[src/rtl/alias_pkg.sv]
package alias_pkg;

  localparam int OFFSET_W  = 16;
  localparam int SZCODE_W  = 3;
  localparam int BYTES_W   = 5;
  localparam int KIND_W    = 3;

  typedef enum logic [KIND_W-1:0] {
    K_OTHER    = 3'd0,
    K_LOAD     = 3'd1,
    K_STORE    = 3'd2,
    K_CTR_MOVE = 3'd3,
    K_CTR_BR   = 3'd4
  } kind_e;

  typedef struct packed {
    logic                is_const;
    logic [OFFSET_W-1:0] val;
  } operand_t;

  typedef struct packed {
    logic                valid;
    operand_t            opa;
    operand_t            opb;
    logic [SZCODE_W-1:0] size_code;
  } st_entry_t;

  // size code to byte length, codes above 4 saturate at 16 bytes
  function automatic logic [BYTES_W-1:0] size_bytes(input logic [SZCODE_W-1:0] code);
    logic [BYTES_W-1:0] len;
    if (code >= SZCODE_W'(4)) len = BYTES_W'(16);
    else                      len = BYTES_W'(1) << code;
    return len;
  endfunction

  function automatic logic operand_eq(input operand_t x, input operand_t y);
    return (x.is_const == y.is_const) && (x.val == y.val);
  endfunction

  // lower start plus its own length must pass the higher start; widened sum
  function automatic logic ranges_overlap(input logic [OFFSET_W-1:0] st_off,
                                          input logic [BYTES_W-1:0]  st_len,
                                          input logic [OFFSET_W-1:0] ld_off,
                                          input logic [BYTES_W-1:0]  ld_len);
    logic [OFFSET_W:0] st_end;
    logic [OFFSET_W:0] ld_end;
    logic              ov;
    st_end = {1'b0, st_off} + {{(OFFSET_W+1-BYTES_W){1'b0}}, st_len};
    ld_end = {1'b0, ld_off} + {{(OFFSET_W+1-BYTES_W){1'b0}}, ld_len};
    if (st_off < ld_off) ov = st_end > {1'b0, ld_off};
    else                 ov = ld_end > {1'b0, st_off};
    return ov;
  endfunction

endpackage

[src/rtl/alias_entry_cmp.sv]
module alias_entry_cmp
  import alias_pkg::*;
(
  input  st_entry_t           entry_i,
  input  operand_t            q_a_i,
  input  operand_t            q_b_i,
  input  logic [SZCODE_W-1:0] q_size_i,
  output logic                hit_o
);

  logic exact_hit;
  logic swap_hit;
  logic base_eq;
  logic both_const;
  logic range_hit;

  always_comb begin
    exact_hit  = operand_eq(entry_i.opa, q_a_i) && operand_eq(entry_i.opb, q_b_i);
    swap_hit   = operand_eq(entry_i.opa, q_b_i) && operand_eq(entry_i.opb, q_a_i);
    base_eq    = operand_eq(entry_i.opb, q_b_i);
    both_const = entry_i.opa.is_const && q_a_i.is_const;
    range_hit  = base_eq && both_const &&
                 ranges_overlap(entry_i.opa.val, size_bytes(entry_i.size_code),
                                q_a_i.val, size_bytes(q_size_i));
    hit_o      = entry_i.valid && (exact_hit || swap_hit || range_hit);
  end

endmodule

[src/rtl/alias_store_table.sv]
module alias_store_table
  import alias_pkg::*;
#(
  parameter int DEPTH = 5,
  localparam int CNT_W = $clog2(DEPTH + 1)
)(
  input  logic                  clk,
  input  logic                  rst_n,
  input  logic                  clear_i,
  input  logic                  push_i,
  input  operand_t              push_a_i,
  input  operand_t              push_b_i,
  input  logic [SZCODE_W-1:0]   push_size_i,
  output st_entry_t [DEPTH-1:0] entries_o,
  output logic [CNT_W-1:0]      count_o
);

  localparam logic [CNT_W-1:0] FULL = CNT_W'(DEPTH);

  st_entry_t [DEPTH-1:0] tbl_q;
  logic [CNT_W-1:0]      cnt_q;
  logic [CNT_W-1:0]      base_cnt;
  logic                  room;
  logic                  do_write;

  always_comb begin
    base_cnt = clear_i ? '0 : cnt_q;
    room     = base_cnt < FULL;
    do_write = push_i && room;
  end

  always_ff @(posedge clk) begin
    if (!rst_n) begin
      cnt_q <= '0;
    end else if (do_write) begin
      cnt_q <= base_cnt + CNT_W'(1);
    end else begin
      cnt_q <= base_cnt;
    end
  end

  for (genvar g = 0; g < DEPTH; g++) begin : g_slot
    logic slot_sel;
    assign slot_sel = do_write && (base_cnt == CNT_W'(g));
    always_ff @(posedge clk) begin
      if (!rst_n) begin
        tbl_q[g] <= '0;
      end else if (slot_sel) begin
        tbl_q[g].valid     <= 1'b1;
        tbl_q[g].opa       <= push_a_i;
        tbl_q[g].opb       <= push_b_i;
        tbl_q[g].size_code <= push_size_i;
      end else if (clear_i) begin
        tbl_q[g].valid <= 1'b0;
      end
    end
  end

  assign entries_o = tbl_q;
  assign count_o   = cnt_q;

  // append advances the count by one
  assert_push_count_R9: assert property (@(posedge clk) disable iff (!rst_n)
    push_i && !clear_i && (cnt_q < FULL) |=> cnt_q == $past(cnt_q) + CNT_W'(1));

  // a push into a full table is dropped
  assert_full_ignore_R9: assert property (@(posedge clk) disable iff (!rst_n)
    push_i && !clear_i && (cnt_q == FULL) |=> cnt_q == FULL);

  // clear with a simultaneous push leaves exactly one entry
  assert_clear_push_R8: assert property (@(posedge clk) disable iff (!rst_n)
    clear_i && push_i |=> cnt_q == CNT_W'(1) && tbl_q[0].valid);

  // clear alone empties the table
  assert_clear_empty_R8: assert property (@(posedge clk) disable iff (!rst_n)
    clear_i && !push_i |=> cnt_q == '0 && !tbl_q[0].valid);

endmodule

[src/rtl/alias_ctr_flag.sv]
module alias_ctr_flag (
  input  logic clk,
  input  logic rst_n,
  input  logic clear_i,
  input  logic set_i,
  output logic flag_o
);

  logic flag_q;

  always_ff @(posedge clk) begin
    if (!rst_n)       flag_q <= 1'b0;
    else if (set_i)   flag_q <= 1'b1;
    else if (clear_i) flag_q <= 1'b0;
  end

  assign flag_o = flag_q;

  // an accepted counter move is remembered
  assert_ctr_set_R7: assert property (@(posedge clk) disable iff (!rst_n)
    set_i |=> flag_o);

  // group end without a move drops the flag
  assert_ctr_clear_R8: assert property (@(posedge clk) disable iff (!rst_n)
    clear_i && !set_i |=> !flag_o);

  // the flag never rises on its own
  assert_ctr_hold_R7: assert property (@(posedge clk) disable iff (!rst_n)
    !set_i && !clear_i |=> flag_o == $past(flag_o));

endmodule

[src/rtl/grp_alias_guard.sv]
module grp_alias_guard
  import alias_pkg::*;
#(
  parameter int DEPTH = 5
)(
  input  logic                clk,
  input  logic                rst_n,
  input  logic                grp_end_i,
  input  logic                commit_i,
  input  logic [KIND_W-1:0]   kind_i,
  input  logic [OFFSET_W-1:0] opa_val_i,
  input  logic                opa_const_i,
  input  logic [OFFSET_W-1:0] opb_val_i,
  input  logic                opb_const_i,
  input  logic [SZCODE_W-1:0] size_i,
  output logic                noop_hazard_o
);

  localparam int CNT_W = $clog2(DEPTH + 1);

  operand_t              q_a;
  operand_t              q_b;
  logic                  is_load;
  logic                  is_ctr_br;
  logic                  store_push;
  logic                  ctr_set;
  st_entry_t [DEPTH-1:0] entries;
  logic [CNT_W-1:0]      st_count;
  logic [DEPTH-1:0]      hit_vec;
  logic                  ctr_flag;
  logic                  load_hit;
  logic                  ctr_hit;

  always_comb begin
    q_a.is_const = opa_const_i;
    q_a.val      = opa_val_i;
    q_b.is_const = opb_const_i;
    q_b.val      = opb_val_i;
    is_load      = kind_i == K_LOAD;
    is_ctr_br    = kind_i == K_CTR_BR;
    store_push   = commit_i && (kind_i == K_STORE);
    ctr_set      = commit_i && (kind_i == K_CTR_MOVE);
  end

  alias_store_table #(.DEPTH(DEPTH)) u_table (
    .clk        (clk),
    .rst_n      (rst_n),
    .clear_i    (grp_end_i),
    .push_i     (store_push),
    .push_a_i   (q_a),
    .push_b_i   (q_b),
    .push_size_i(size_i),
    .entries_o  (entries),
    .count_o    (st_count)
  );

  for (genvar g = 0; g < DEPTH; g++) begin : g_cmp
    alias_entry_cmp u_cmp (
      .entry_i (entries[g]),
      .q_a_i   (q_a),
      .q_b_i   (q_b),
      .q_size_i(size_i),
      .hit_o   (hit_vec[g])
    );
  end

  alias_ctr_flag u_ctr (
    .clk    (clk),
    .rst_n  (rst_n),
    .clear_i(grp_end_i),
    .set_i  (ctr_set),
    .flag_o (ctr_flag)
  );

  always_comb begin
    load_hit      = is_load && (st_count != '0) && (|hit_vec);
    ctr_hit       = is_ctr_br && ctr_flag;
    noop_hazard_o = load_hit || ctr_hit;
  end

  // kinds other than load and counter branch stay quiet
  assert_kind_quiet_R6: assert property (@(posedge clk) disable iff (!rst_n)
    !is_load && !is_ctr_br |-> !noop_hazard_o);

  // an empty table gives no load hazard
  assert_empty_quiet_R10: assert property (@(posedge clk) disable iff (!rst_n)
    is_load && (st_count == '0) |-> !noop_hazard_o);

  // after a bare group end nothing is flagged
  assert_grp_clear_R8: assert property (@(posedge clk) disable iff (!rst_n)
    grp_end_i && !commit_i |=> !noop_hazard_o);

  // counter branch without a prior move is clean
  assert_ctr_gate_R7: assert property (@(posedge clk) disable iff (!rst_n)
    is_ctr_br && !ctr_flag |-> !noop_hazard_o);

endmodule

[config.mk]
export PLATFORM = sky130hd
export DESIGN_NAME = grp_alias_guard
export DESIGN_NICKNAME = d
export VERILOG_FILES = /design/src/rtl/alias_pkg.sv /design/src/rtl/alias_entry_cmp.sv /design/src/rtl/alias_store_table.sv /design/src/rtl/alias_ctr_flag.sv /design/src/rtl/grp_alias_guard.sv
export SDC_FILE = /design/constraint.sdc
export NUM_CORES = 1
export LEC_CHECK = 0
export BUFFER_PORTS_ARGS = -buffer_cell sky130_fd_sc_hd__buf_2
export CAP_MARGIN = 20
export CORE_AREA = 2 2 368 224
export CTS_BUF_LIST = sky130_fd_sc_hd__clkbuf_8
export CTS_CLUSTER_SIZE = 14
export DETAILED_ROUTE_END_ITERATION = 16
export DIE_AREA = 0 0 370 226
export GPL_TIMING_DRIVEN = 0
export PLACE_DENSITY_LB_ADDON = 0.08
export SLEW_MARGIN = 10
export SYNTH_ARGS = -nofsm -noshare
export SYNTH_HDL_FRONTEND = slang
export SYNTH_HIERARCHICAL = 1
export SYNTH_SLANG_ARGS = --single-unit
[constraint.sdc]
create_clock -name clk -period 11.2 [get_ports clk]
set_input_delay 2.24 -clock clk [delete_from_list [all_inputs] [get_ports clk]]
set_output_delay 2.24 -clock clk [all_outputs]
set_load 0.02 [all_outputs]
==> impl_metrics.tcl <==
set metrics [dict create \
    status "finished clean" \
    cp_slowest_cell "o32ai_1" \
    register_area_um2 3880 \
    grtUsageTotal 0.217 \
    yosysTopAreaCell "dfxtp_1" \
    critPathBufInv 2 \
    grt_pass1_wl_um 130000 \
    synth.ff_latch_count 194 \
    internal_power_mw 1.04 \
    syn-cell-area_um2 19900 \
    critical_path_arrival_ns 7.98 \
    firstDrtPassIters 6 \
    grt_antenna_before_repair 3 \
    synth_edf_count 0 \
    synthCells 2372 \
    rsz0062_at_grt "false" \
    via_per_inst 5.05 \
    n_fill_cell 8738 \
    die_area_um2 83600 \
    dieWidth_um 370 \
    drtIter0Drc 1501 \
    multiInputGateArea_um2 15000 \
    yosysWarnings 6 \
    hold_depth 2 \
    die_y_um 226 \
    syn_avg_cell_area_um2 8.39 \
    htreeDepth 4 \
    cts_buffer_depth 2 \
    area_growth_pct 9.93 \
    reg2reg_from "u_table/count_o[0]$_SDFF_PN0_" \
    pwr-share-clk 0.314 \
    vias 17800 \
    grt_pass1_vias 17100 \
    gp_congestion 0.873 \
    holdBufCountCts 0 \
    dp_hpwl_um 67100 \
    yosysTopAreaCellShare 0.195 \
    hold_path_class "reg -> reg" \
    critical_path_class "in -> out" \
    syn_nets 2726 \
    rows 81 \
    fin_crit_ns 10.22 \
    tns_ns 0 \
    final_max_slew_viol_count 0 \
    slew_headroom 0.228 \
    cts_buffers 17 \
    cts_root_buf "clkbuf_8" \
    critPathTopFamily "compound AO/OA/AOI/OAI gates" \
    cp_data_required_time_ns 8.96 \
    ff2ff_path_depth 7 \
    synth_top_cells_by_area "dfxtp_1, ha_1, mux2i_1" \
    clock-sinks 194 \
    fmax_ghz 0.0978 \
    core_um2 80600 \
    synth_flop_cell "dfxtp_1" \
    path_cells "buf_2 > ha_1 > fa_1 > a21oi_1 > o21bai_1 > a21oi_2 > nor2_1 > nand4_1 > xnor2_1 > ha_1 > nand2_1 > nor4_2 > o31ai_4 > a31oi_1 > nor3b_1 > o32ai_1 > or4_1 > nor2_1 > o21ai_1 > buf_2" \
    startpoint_type "primary input" \
    synth-seq-area-share 0.195 \
    post_route_cells_drive_above_1_share 0.0556 \
    yosysMostFrequentCell "nand2_1" \
    crit_fanout 21 \
    drv_cap 0 \
    drc 0 \
    fin_crit_sh 0.913 \
    grt_max_degree 27 \
    finalSetupViolCount 0 \
    max_stage_delay_ns 0.99 \
    p_sw_frac 0.354 \
    clk_latency_ns 0.52 \
    fin_hold_ws_ns 0.499 \
    hold_path_end "u_table/entries_o[146]$_SDFFE_PN0P_" \
    cts.repair.resized 0 \
    io_buffers 44 \
    worst_pin_slew_ns 1.15 \
    cp-end-kind "output pin" \
    post_cts.repair.setup_buffers 0 \
    wl_per_cell_um 25.9 \
    clk_pin_slew_ns 0.11 \
    async_flop_share 0 \
    final_nets 2789 \
    rrSetupSlack_ns 8.95 \
    worstHoldStart "u_table/entries_o[146]$_SDFFE_PN0P_" \
    r2r-end "u_table/entries_o[24]$_SDFFE_PN0P_" \
    antenna_left 0 \
    initial_core_util 0.247 \
    synth_common_cells "nand2_1, ha_1, xnor2_1" \
    combPwrFrac 0.252 \
    leakagePower_nw 9.49 \
    fin_worst_skew_ns 0.0194 \
    synth.distinct_cells 86 \
    p_sw_uw 570 \
    cts_tree "done" \
    io_pins 45 \
    powerDensity_nw_per_um2 73.7 \
    irDropWorstVdd_v 0.0000768 \
    wl_um 91500 \
    seqPwrFrac 0.434 \
    grt_remaining_overflow 0 \
    finalHoldViolCount 0 \
]
-- cell families after synthesis --
family | count (synthesis) | synth area share
DFF | 194 | 0.195
adders and majority gates | 310 | 0.199
buffers and inverters | 246 | 0.0523
muxes | 185 | 0.0930
and+or+nand+nor | 755 | 0.192
AOI/OAI and AO/OA | 288 | 0.0957
xor gates and xnor gates | 394 | 0.173
-- final cells by class --
cell class | instances | share of cell area
clock buffers | 19 | 0.0120
clock inverters | 11 | 0.00640
well taps | 1079 | 0.0617
plain buffers | 55 | 0.0148
multi-input cells | 1932 | 0.685
inverters | 191 | 0.0328
repair buffers | 44 | 0.0101
diodes | 2 | 0.000229
flip-flops and latches | 194 | 0.177
-- how the worst max path moves through the flow --
stage                 start             to  slack [ns]  cells past startpoint
6_report       opa_val_i[0]  noop_hazard_o        0.98                     20
5_1_grt        opa_val_i[0]  noop_hazard_o        0.73                     20
4_1_cts        opa_val_i[0]  noop_hazard_o        0.99                     20
3_5_place_dp   opa_val_i[0]  noop_hazard_o        1.01                     20
3_3_place_gp   opa_val_i[1]  noop_hazard_o        1.03                     19
2_1_floorplan     size_i[1]  noop_hazard_o        3.04                     18
-- power by group through the flow --
stage	clock, mW	combinational [mW]	sequential (mW)
final	0.507	0.406	0.699
after global routing	0.536	0.439	0.700
after CTS	0.512	0.402	0.699
after detailed placement	0	0.399	0.715
after global placement	0	0.397	0.715
after floorplan	0	0.214	0.712
-- routing by layer --
metal,global-route usage,part of all wire,wire length [um],vias to the layer above
li1,-,-,-,8488
met1,0.351,0.55,49900,8753
met2,0.294,0.38,34700,517
met3,0.0402,0.066,6020,43
met4,0.0261,0.0088,802,4
met5,0.0105,0.0015,139,-
-- flip-flops by register name, summed over array words and instances, names as in the netlist --
register and flops:
u_ctr/flag_o 1, u_table/count_o 3, u_table/entries_o 190
-- worst min-delay path: stages, from the launching register on --
cell     delay, ns
dfxtp_1       0.34
nand2_1       0.06
mux2i_1       0.06
-- cell usage in the layout (no fill, tap or decap), types with 23 or more instances in the layout --
cell type | Yosys | routed
dfxtp_1 | 194 | 194
inv_1 | 182 | 184
clkbuf_1 | 30 | 30
xnor2_1 | 201 | 201
nand3_1 | 48 | 48
a21oi_1 | 100 | 100
nor4_1 | 68 | 68
nor2_1 | 86 | 86
buf_2 | 6 | 50
o21ai_0 | 37 | 37
nor3b_1 | 23 | 23
nand4_1 | 81 | 81
ha_1 | 300 | 300
nand2_1 | 310 | 310
xor2_1 | 193 | 193
mux2i_1 | 185 | 185
nor3_1 | 63 | 63
-- per-stage QoR --
| step | power [mW] | cell area, um^2 | util | setup slack, ns | instances |
|---|---|---|---|---|---|
| floorplan | 0.925 | 19900 | - | 3.04 | 2372 |
| global placement | 1.11 | 21500 | 0.267 | 1.03 | 3495 |
| detailed placement | 1.11 | 21500 | 0.267 | 1.01 | 3495 |
| CTS | 1.61 | 21900 | 0.272 | 0.993 | 3525 |
| global route | 1.68 | 21900 | 0.272 | 0.733 | 3525 |
| finish | 1.61 | 21900 | 0.272 | 0.978 | 3527 |
(Power assumes the default switching activity.)
